File: src/rtl/hpd_irq_pkg.sv
package hpd_irq_pkg;

   typedef enum logic [1:0] {
      HP_CABLE_IN  = 2'd0,
      HP_CABLE_OUT = 2'd1,
      HP_CHANGE    = 2'd2,
      HP_UNKNOWN   = 2'd3
   } hp_kind_e;

   // control register fields
   localparam int CTL_POL0 = 0;
   localparam int CTL_POL1 = 1;
   localparam int CTL_SOFT = 2;

   // system control register fields
   localparam int SYS_CTRL_BIT  = 0;
   localparam int SYS_FORCE_BIT = 1;

endpackage

File: src/rtl/hpd_evt_group.sv
module hpd_evt_group #(
   parameter int           W       = 8,
   parameter logic [W-1:0] MSK_RST = '0
) (
   input  logic         clk,
   input  logic         rst_n,
   input  logic [W-1:0] evt,
   input  logic         clr_we,
   input  logic         msk_we,
   input  logic [W-1:0] wdata,
   input  logic [W-1:0] init_clr,
   output logic [W-1:0] sta,
   output logic [W-1:0] msk,
   output logic         pend_any
);

   logic [W-1:0] clr_bits;

   always_comb begin
      clr_bits = init_clr;
      if (clr_we) clr_bits = clr_bits | wdata;
   end

   // set has priority over clear
   always_ff @(posedge clk or negedge rst_n) begin
      if (!rst_n) sta <= '0;
      else        sta <= (sta & ~clr_bits) | evt;
   end

   always_ff @(posedge clk or negedge rst_n) begin
      if (!rst_n)      msk <= MSK_RST;
      else if (msk_we) msk <= wdata;
   end

   assign pend_any = |(sta & msk);

endmodule

File: src/rtl/hpd_classifier.sv
module hpd_classifier
   import hpd_irq_pkg::*;
#(
   parameter int W        = 8,
   parameter int PLUG_BIT = 2,
   parameter int LOST_BIT = 1,
   parameter int CHG_BIT  = 0
) (
   input  logic [W-1:0] sta,
   output hp_kind_e     kind
);

   always_comb begin
      if (sta[PLUG_BIT])      kind = HP_CABLE_IN;
      else if (sta[LOST_BIT]) kind = HP_CABLE_OUT;
      else if (sta[CHG_BIT])  kind = HP_CHANGE;
      else                    kind = HP_UNKNOWN;
   end

endmodule

File: src/rtl/hpd_irq_line.sv
module hpd_irq_line
   import hpd_irq_pkg::*;
#(
   parameter int W = 8
) (
   input  logic [W-1:0] top_sta,
   input  logic [W-1:0] top_msk,
   input  logic [W-1:0] ctl,
   output logic         line
);

   logic active;
   logic pol_high;

   assign active   = (|(top_sta & top_msk)) | ctl[CTL_SOFT];
   assign pol_high = ctl[CTL_POL1] & ctl[CTL_POL0];
   assign line     = pol_high ? active : ~active;

endmodule

File: src/rtl/hpd_irq_unit.sv
module hpd_irq_unit
   import hpd_irq_pkg::*;
#(
   parameter int NUM_GROUPS = 4,
   parameter int GRP_W      = 8,
   parameter int ADDR_W     = 4,
   parameter int HPD_GROUP  = 3,
   parameter int PLUG_BIT   = 2,
   parameter int LOST_BIT   = 1,
   parameter int CHG_BIT    = 0
) (
   input  logic                        clk,
   input  logic                        rst_n,
   input  logic                        reg_wr,
   input  logic [ADDR_W-1:0]           reg_addr,
   input  logic [GRP_W-1:0]            reg_wdata,
   output logic [GRP_W-1:0]            reg_rdata,
   input  logic [NUM_GROUPS*GRP_W-1:0] src_evt,
   output logic                        irq_line,
   output logic [1:0]                  irq_kind,
   output logic                        start_req,
   output logic                        hpd_force,
   output logic                        hpd_ctrl
);

   localparam int A_STA_BASE = 0;
   localparam int A_MSK_BASE = NUM_GROUPS;
   localparam int A_TOP_STA  = 2 * NUM_GROUPS;
   localparam int A_TOP_MSK  = 2 * NUM_GROUPS + 1;
   localparam int A_CTL      = 2 * NUM_GROUPS + 2;
   localparam int A_SYS      = 2 * NUM_GROUPS + 3;
   localparam int A_INIT     = 2 * NUM_GROUPS + 4;
   localparam int PLUG_IDX   = HPD_GROUP * GRP_W + PLUG_BIT;

   localparam logic [GRP_W-1:0] HP_BITS =
      (GRP_W'(1) << PLUG_BIT) | (GRP_W'(1) << LOST_BIT) | (GRP_W'(1) << CHG_BIT);
   localparam logic [GRP_W-1:0] TOP_MSK_RST = GRP_W'(1) << HPD_GROUP;

   // elaboration-time parameter checks
   if (HPD_GROUP >= NUM_GROUPS) begin : g_bad_group
      $error("HPD_GROUP must select an existing group");
   end
   if (NUM_GROUPS > GRP_W) begin : g_bad_top
      $error("top status register cannot hold one bit per group");
   end
   if (A_INIT >= (1 << ADDR_W)) begin : g_bad_addr
      $error("ADDR_W too narrow for the register map");
   end
   if (PLUG_BIT >= GRP_W || LOST_BIT >= GRP_W || CHG_BIT >= GRP_W ||
       PLUG_BIT == LOST_BIT || PLUG_BIT == CHG_BIT || LOST_BIT == CHG_BIT) begin : g_bad_bits
      $error("hotplug source bits must be distinct and inside a group");
   end

   logic [NUM_GROUPS-1:0][GRP_W-1:0] grp_sta;
   logic [NUM_GROUPS-1:0][GRP_W-1:0] grp_msk;
   logic [NUM_GROUPS-1:0]            grp_pend;
   logic [GRP_W-1:0]                 top_sta;
   logic [GRP_W-1:0]                 top_msk;
   logic [GRP_W-1:0]                 ctl_q;
   logic [GRP_W-1:0]                 sys_q;
   logic                             init_hit;
   logic                             plug_rise;
   hp_kind_e                         kind;

   assign init_hit = reg_wr && (reg_addr == ADDR_W'(A_INIT));

   for (genvar g = 0; g < NUM_GROUPS; g++) begin : g_grp
      localparam logic [GRP_W-1:0] MRST = (g == HPD_GROUP) ? HP_BITS : '0;
      logic [GRP_W-1:0] iclr;
      if (g == HPD_GROUP) begin : g_hp
         assign iclr = init_hit ? HP_BITS : '0;
      end else begin : g_plain
         assign iclr = '0;
      end
      hpd_evt_group #(
         .W       (GRP_W),
         .MSK_RST (MRST)
      ) u_grp (
         .clk      (clk),
         .rst_n    (rst_n),
         .evt      (src_evt[g*GRP_W +: GRP_W]),
         .clr_we   (reg_wr && (reg_addr == ADDR_W'(A_STA_BASE + g))),
         .msk_we   (reg_wr && (reg_addr == ADDR_W'(A_MSK_BASE + g))),
         .wdata    (reg_wdata),
         .init_clr (iclr),
         .sta      (grp_sta[g]),
         .msk      (grp_msk[g]),
         .pend_any (grp_pend[g])
      );
   end

   always_comb begin
      top_sta                 = '0;
      top_sta[NUM_GROUPS-1:0] = grp_pend;
   end

   always_ff @(posedge clk or negedge rst_n) begin
      if (!rst_n) begin
         top_msk <= TOP_MSK_RST;
         ctl_q   <= '0;
         sys_q   <= '0;
      end else begin
         if (reg_wr && reg_addr == ADDR_W'(A_TOP_MSK)) top_msk <= reg_wdata;
         if (reg_wr && reg_addr == ADDR_W'(A_CTL))     ctl_q   <= reg_wdata;
         if (reg_wr && reg_addr == ADDR_W'(A_SYS))     sys_q   <= reg_wdata;
         else if (init_hit) begin
            sys_q[SYS_CTRL_BIT]  <= 1'b0;
            sys_q[SYS_FORCE_BIT] <= 1'b0;
         end
      end
   end

   // start request on a fresh, masked-in cable-in event
   assign plug_rise = !grp_sta[HPD_GROUP][PLUG_BIT] &&
                      src_evt[PLUG_IDX] &&
                      grp_msk[HPD_GROUP][PLUG_BIT];

   always_ff @(posedge clk or negedge rst_n) begin
      if (!rst_n) start_req <= 1'b0;
      else        start_req <= plug_rise;
   end

   hpd_classifier #(
      .W        (GRP_W),
      .PLUG_BIT (PLUG_BIT),
      .LOST_BIT (LOST_BIT),
      .CHG_BIT  (CHG_BIT)
   ) u_cls (
      .sta  (grp_sta[HPD_GROUP]),
      .kind (kind)
   );
   assign irq_kind = kind;

   hpd_irq_line #(
      .W (GRP_W)
   ) u_line (
      .top_sta (top_sta),
      .top_msk (top_msk),
      .ctl     (ctl_q),
      .line    (irq_line)
   );

   assign hpd_force = sys_q[SYS_FORCE_BIT];
   assign hpd_ctrl  = sys_q[SYS_CTRL_BIT];

   always_comb begin
      reg_rdata = '0;
      for (int g = 0; g < NUM_GROUPS; g++) begin
         if (reg_addr == ADDR_W'(A_STA_BASE + g)) reg_rdata = grp_sta[g];
         if (reg_addr == ADDR_W'(A_MSK_BASE + g)) reg_rdata = grp_msk[g];
      end
      if (reg_addr == ADDR_W'(A_TOP_STA)) reg_rdata = top_sta;
      if (reg_addr == ADDR_W'(A_TOP_MSK)) reg_rdata = top_msk;
      if (reg_addr == ADDR_W'(A_CTL))     reg_rdata = ctl_q;
      if (reg_addr == ADDR_W'(A_SYS))     reg_rdata = sys_q;
   end

endmodule

File: config.mk
export PLATFORM = sky130hd
export DESIGN_NAME = hpd_irq_unit
export DESIGN_NICKNAME = d
export VERILOG_FILES = /design/src/rtl/hpd_irq_pkg.sv /design/src/rtl/hpd_evt_group.sv /design/src/rtl/hpd_classifier.sv /design/src/rtl/hpd_irq_line.sv /design/src/rtl/hpd_irq_unit.sv
export SDC_FILE = /design/constraint.sdc
export NUM_CORES = 1
export LEC_CHECK = 0
export CORE_MARGIN = 4
export CORE_UTILIZATION = 33
export CTS_CLUSTER_DIAMETER = 30
export DETAILED_ROUTE_END_ITERATION = 12
export HOLD_SLACK_MARGIN = 0.03
export SKIP_CTS_REPAIR_TIMING = 1
export SLEW_MARGIN = 25
export SYNTH_ARGS = -nofsm -noshare
export SYNTH_HDL_FRONTEND = slang
export SYNTH_SLANG_ARGS = --single-unit
File: constraint.sdc
create_clock -name clk -period 2.9 [get_ports clk]
set_input_delay 0.725 -clock clk [delete_from_list [all_inputs] [get_ports clk]]
set_output_delay 0.725 -clock clk [all_outputs]
set_load 0.005 [all_outputs]
==> impl_metrics.ini <==
[synth]
synth_top_flop_cell = dfrtp_1
syn_avg_cell_area_um2 = 10.7
synth_enable_flop_cells = 0
synth_compound_area_frac = 0.192
synth_fp_nets = 475
synthSimpleGateAreaFrac = 0.116
async_flop_share = 1.00
post_synth_mux_area_share = 0.173
yosys_warnings = 0
synth_xor_xnor_area_share = 0.00192
synth_cells = 428
fraction_of_the_mapped_netlist_area_in_adder_cells = 0
synth-seq-area-share = 0.488
synth_unique_cells = 49
synth_top_family_by_area = compound AO/OA/AOI/OAI gates
mappedNetlistArea_um2 = 4570
ys_seq_elements = 89

[die]
die_height_um = 126
boundaryPins = 61
initial_utilization = 0.341
num_rows = 42
chipWidth_um = 126
design.core.area_um2 = 13400
die_area_um2 = 15800

[clock_network]
cts.htree.levels = 3
clockRootBuffer = clkbuf_16
numCtsBuffers = 9
clkSinkCount = 89
clock_tree_from_tritoncts = done
clk_pin_slew_worst_paths_ps = 60
clock_insertion_delay_worst_skew_ps = 350
cts.path.max_buffers = 2

[worst_setup_path]
regToRegSetupSlack_ps = 1990
rr_worst_depth = 2
worst_path_max_stage_delay_ps = 490
cp.arrival_ps = 2250
worst-path-max-fanout = 2
regToRegStartpoint = g_grp[3].u_grp.msk[2]
worstSetupStartpointType = flop
required_ps = 2170
timing.critical_path.to_type = primary output
timing.setup.critical_path_class = flop to primary output
worst_r2r_endpoint = start_req
crit_path_cell_chain = a22oi_2, nand4_1, buf_4, a22o_1, or4_4, xor2_2, buf_2
slowest_cell_on_the_critical_path = or4_4

[power]
share_seq_of_total_power = 0.424
net-switching-power_mw = 0.991
share_comb_of_total_power = 0.237
irDropWorstVdd_v = 0.000303
portion_of_total_power_attributed_to_the_clock_network = 0.339
p_int_mw = 2.71
sw_frac_of_total = 0.268
power-per-cell-area_nw_per_um2 = 567
finalPower_mw = 3.70
lkg_pwr_nw = 2.72

[sta]
clock-skew-final_ps = 0.316
hold_ws_ps = 435
worstMarginPinSlew_ps = 786
fin_setup_tns_ps = -76.6
timing.max_slew.rel_slack = 0.476
finalHoldViolations = 0
period_needed_ps = 2980
setup_slack_ps = -76.6
period_share = 1.03
rsz0062_at_grt = true
final-max-slew-violation-count = 0
fmax_mhz = 336
finalSetupViolations = 1

[routing]
number_of_drc_violations_after_detailed_routing = 0
drt_wl_total_um = 14500
dr_total_vias = 3942
via_per_inst = 5.23
number_of_detailed_routing_iterations_run_before_antenna_repair = 5
detail_route.iter0.violations = 245
wl_per_cell_um = 19.2
number_of_antenna_violating_nets_in_the_routed_design = 0

[grt]
antenna_violations_before_repair = 1
maximum_number_of_pins_on_one_net_before_global_route_repair = 60
grt_pass1_vias = 4028
congestion_overflow_gr = 0
global_route.usage.total = 0.186
grt_first_pass_wirelength_um = 22700

[placement]
place.detailed.hpwl_um = 10600
dpl_worst_slack_ps = -733
globalplace.congestion = 0.925
port-buffer-count = 60
numPlacedInstances = 735

[cells_and_area]
share_of_layout_cells_above_drive_strength_1 = 0.384
finalNetCount = 621
layout.filler_cells = 1268
final-instance-count-excl-fill = 754
antenna_cells = 0
area.growth.synth_to_final_pct = 42.8

[job]
cap_viol_max_count = 0

[run_status]
failing_checks = setup timing
run_status = complete, but fails checks

[hold_path]
min_path_type = primary input to async pin
==> sequential cells by signal, summed over array words and instances, names as in the netlist <==
name             count
ctl_q                8
g_grp.u_grp.msk     32
g_grp.u_grp.sta     32
start_req            1
sys_q                8
top_msk              8
==> final cells by class <==
type | instances | area [um2] | share of cell area
clock buffer | 12 | 246 | 0.0378
clock inverter | 3 | 65.1 | 0.00997
inverter | 5 | 18.8 | 0.00287
multi-input combinational | 308 | 2340 | 0.359
sequential | 89 | 2230 | 0.342
tap | 176 | 220 | 0.0337
timing repair buffer | 161 | 1400 | 0.215
==> layout by cell type, fill, tap and decap left out, types with 4 or more instances in the layout <==
cell	instances
nand2b_1	5
a22oi_1	11
nor2_1	25
nor2_2	8
a22oi_2	4
clkbuf_16	9
buf_6	5
dfrtp_1	85
mux2i_1	10
mux2_2	56
o21ai_0	9
inv_1	5
o22a_1	4
dlymetal6s2s_1	8
clkdlybuf4s50_1	46
a22o_1	5
nand2_1	50
dfstp_2	4
a21oi_1	19
nor2b_1	4
a21o_1	30
a211oi_2	4
buf_4	96
==> routing by layer <==
| layer | part of all wire | global-route usage | vias to the layer above | wire length [um] |
|---|---|---|---|---|
| met5 | 0.00090 | 0 | - | 13 |
| li1 | - | - | 1862 | - |
| met4 | 0.036 | 0.0867 | 2 | 525 |
| met2 | 0.45 | 0.287 | 106 | 6560 |
| met1 | 0.46 | 0.249 | 1940 | 6680 |
| met3 | 0.047 | 0.0428 | 32 | 674 |
==> metrics by stage <==
| step | area (um2) | util |
|---|---|---|
| detailed placement | 6010 | 0.448 |
| floorplan | 4570 | - |
| CTS | 6320 | 0.472 |
| finish | 6530 | 0.487 |
| global route | 6530 | 0.487 |
| global placement | 6010 | 0.448 |
==> power groups by stage <==
stage,registers [mW],logic (mW),clock network [mW]
final,1.57,0.876,1.26
after CTS,1.56,0.839,1.27
after floorplan,1.55,0.421,0
after global placement,1.58,0.820,0
after detailed placement,1.58,0.832,0
after global routing,1.60,0.951,1.33
==> synthesized netlist by cell type, drive strengths merged, types with 2 or more instances <==
master	number	area share
a211oi	7	0.011
a21o	30	0.049
a21oi	20	0.022
a221oi	4	0.010
a22o	5	0.0096
a22oi	15	0.025
a31o	3	0.0057
a31oi	4	0.0055
a32oi	2	0.0038
buf	13	0.015
clkbuf	13	0.011
dfrtp	85	0.47
dfstp	4	0.023
inv	5	0.0041
mux2	56	0.14
mux2i	11	0.024
mux4	2	0.011
nand2	51	0.042
nand2b	7	0.0096
nand3	3	0.0033
nand4	3	0.0041
nor2	33	0.030
nor2b	7	0.0096
nor3	5	0.0055
nor3b	4	0.0066
o21a	3	0.0049
o21ai	12	0.013
o22a	4	0.0077
o22ai	3	0.0041
==> how the worst max path moves through the flow <==
stage / depth (start not counted) / start / slack [ps] / to
after floorplan: 4 / reg_addr[2] / 370 / reg_rdata[5]
after global placement: 8 / reg_addr[0] / -700 / reg_rdata[1]
after detailed placement: 7 / reg_addr[0] / -730 / reg_rdata[3]
after CTS: 7 / reg_addr[0] / -760 / reg_rdata[3]
after global routing: 7 / g_grp[2].u_grp.msk[6] / -150 / irq_line
final: 7 / g_grp[2].u_grp.msk[6] / -80 / irq_line
==> kinds of logic after synthesis <==
logic type,count (synthesis)
multiplexers,69
AND/OR/NAND/NOR,116
XOR/XNOR,1
flip-flops,89
AO/OA/AOI/OAI,122
buffers and inverters,31
==> critical path: cells and delay by family, from the launching register on <==
| kind | cells | cell delay [ps] |
|---|---|---|
| xor+xnor | 1 | 190 |
| buf+inv | 2 | 300 |
| flops | 1 | 390 |
| compound gates | 2 | 410 |
| simple gates | 2 | 600 |
Power figures use the tool's default switching activity.
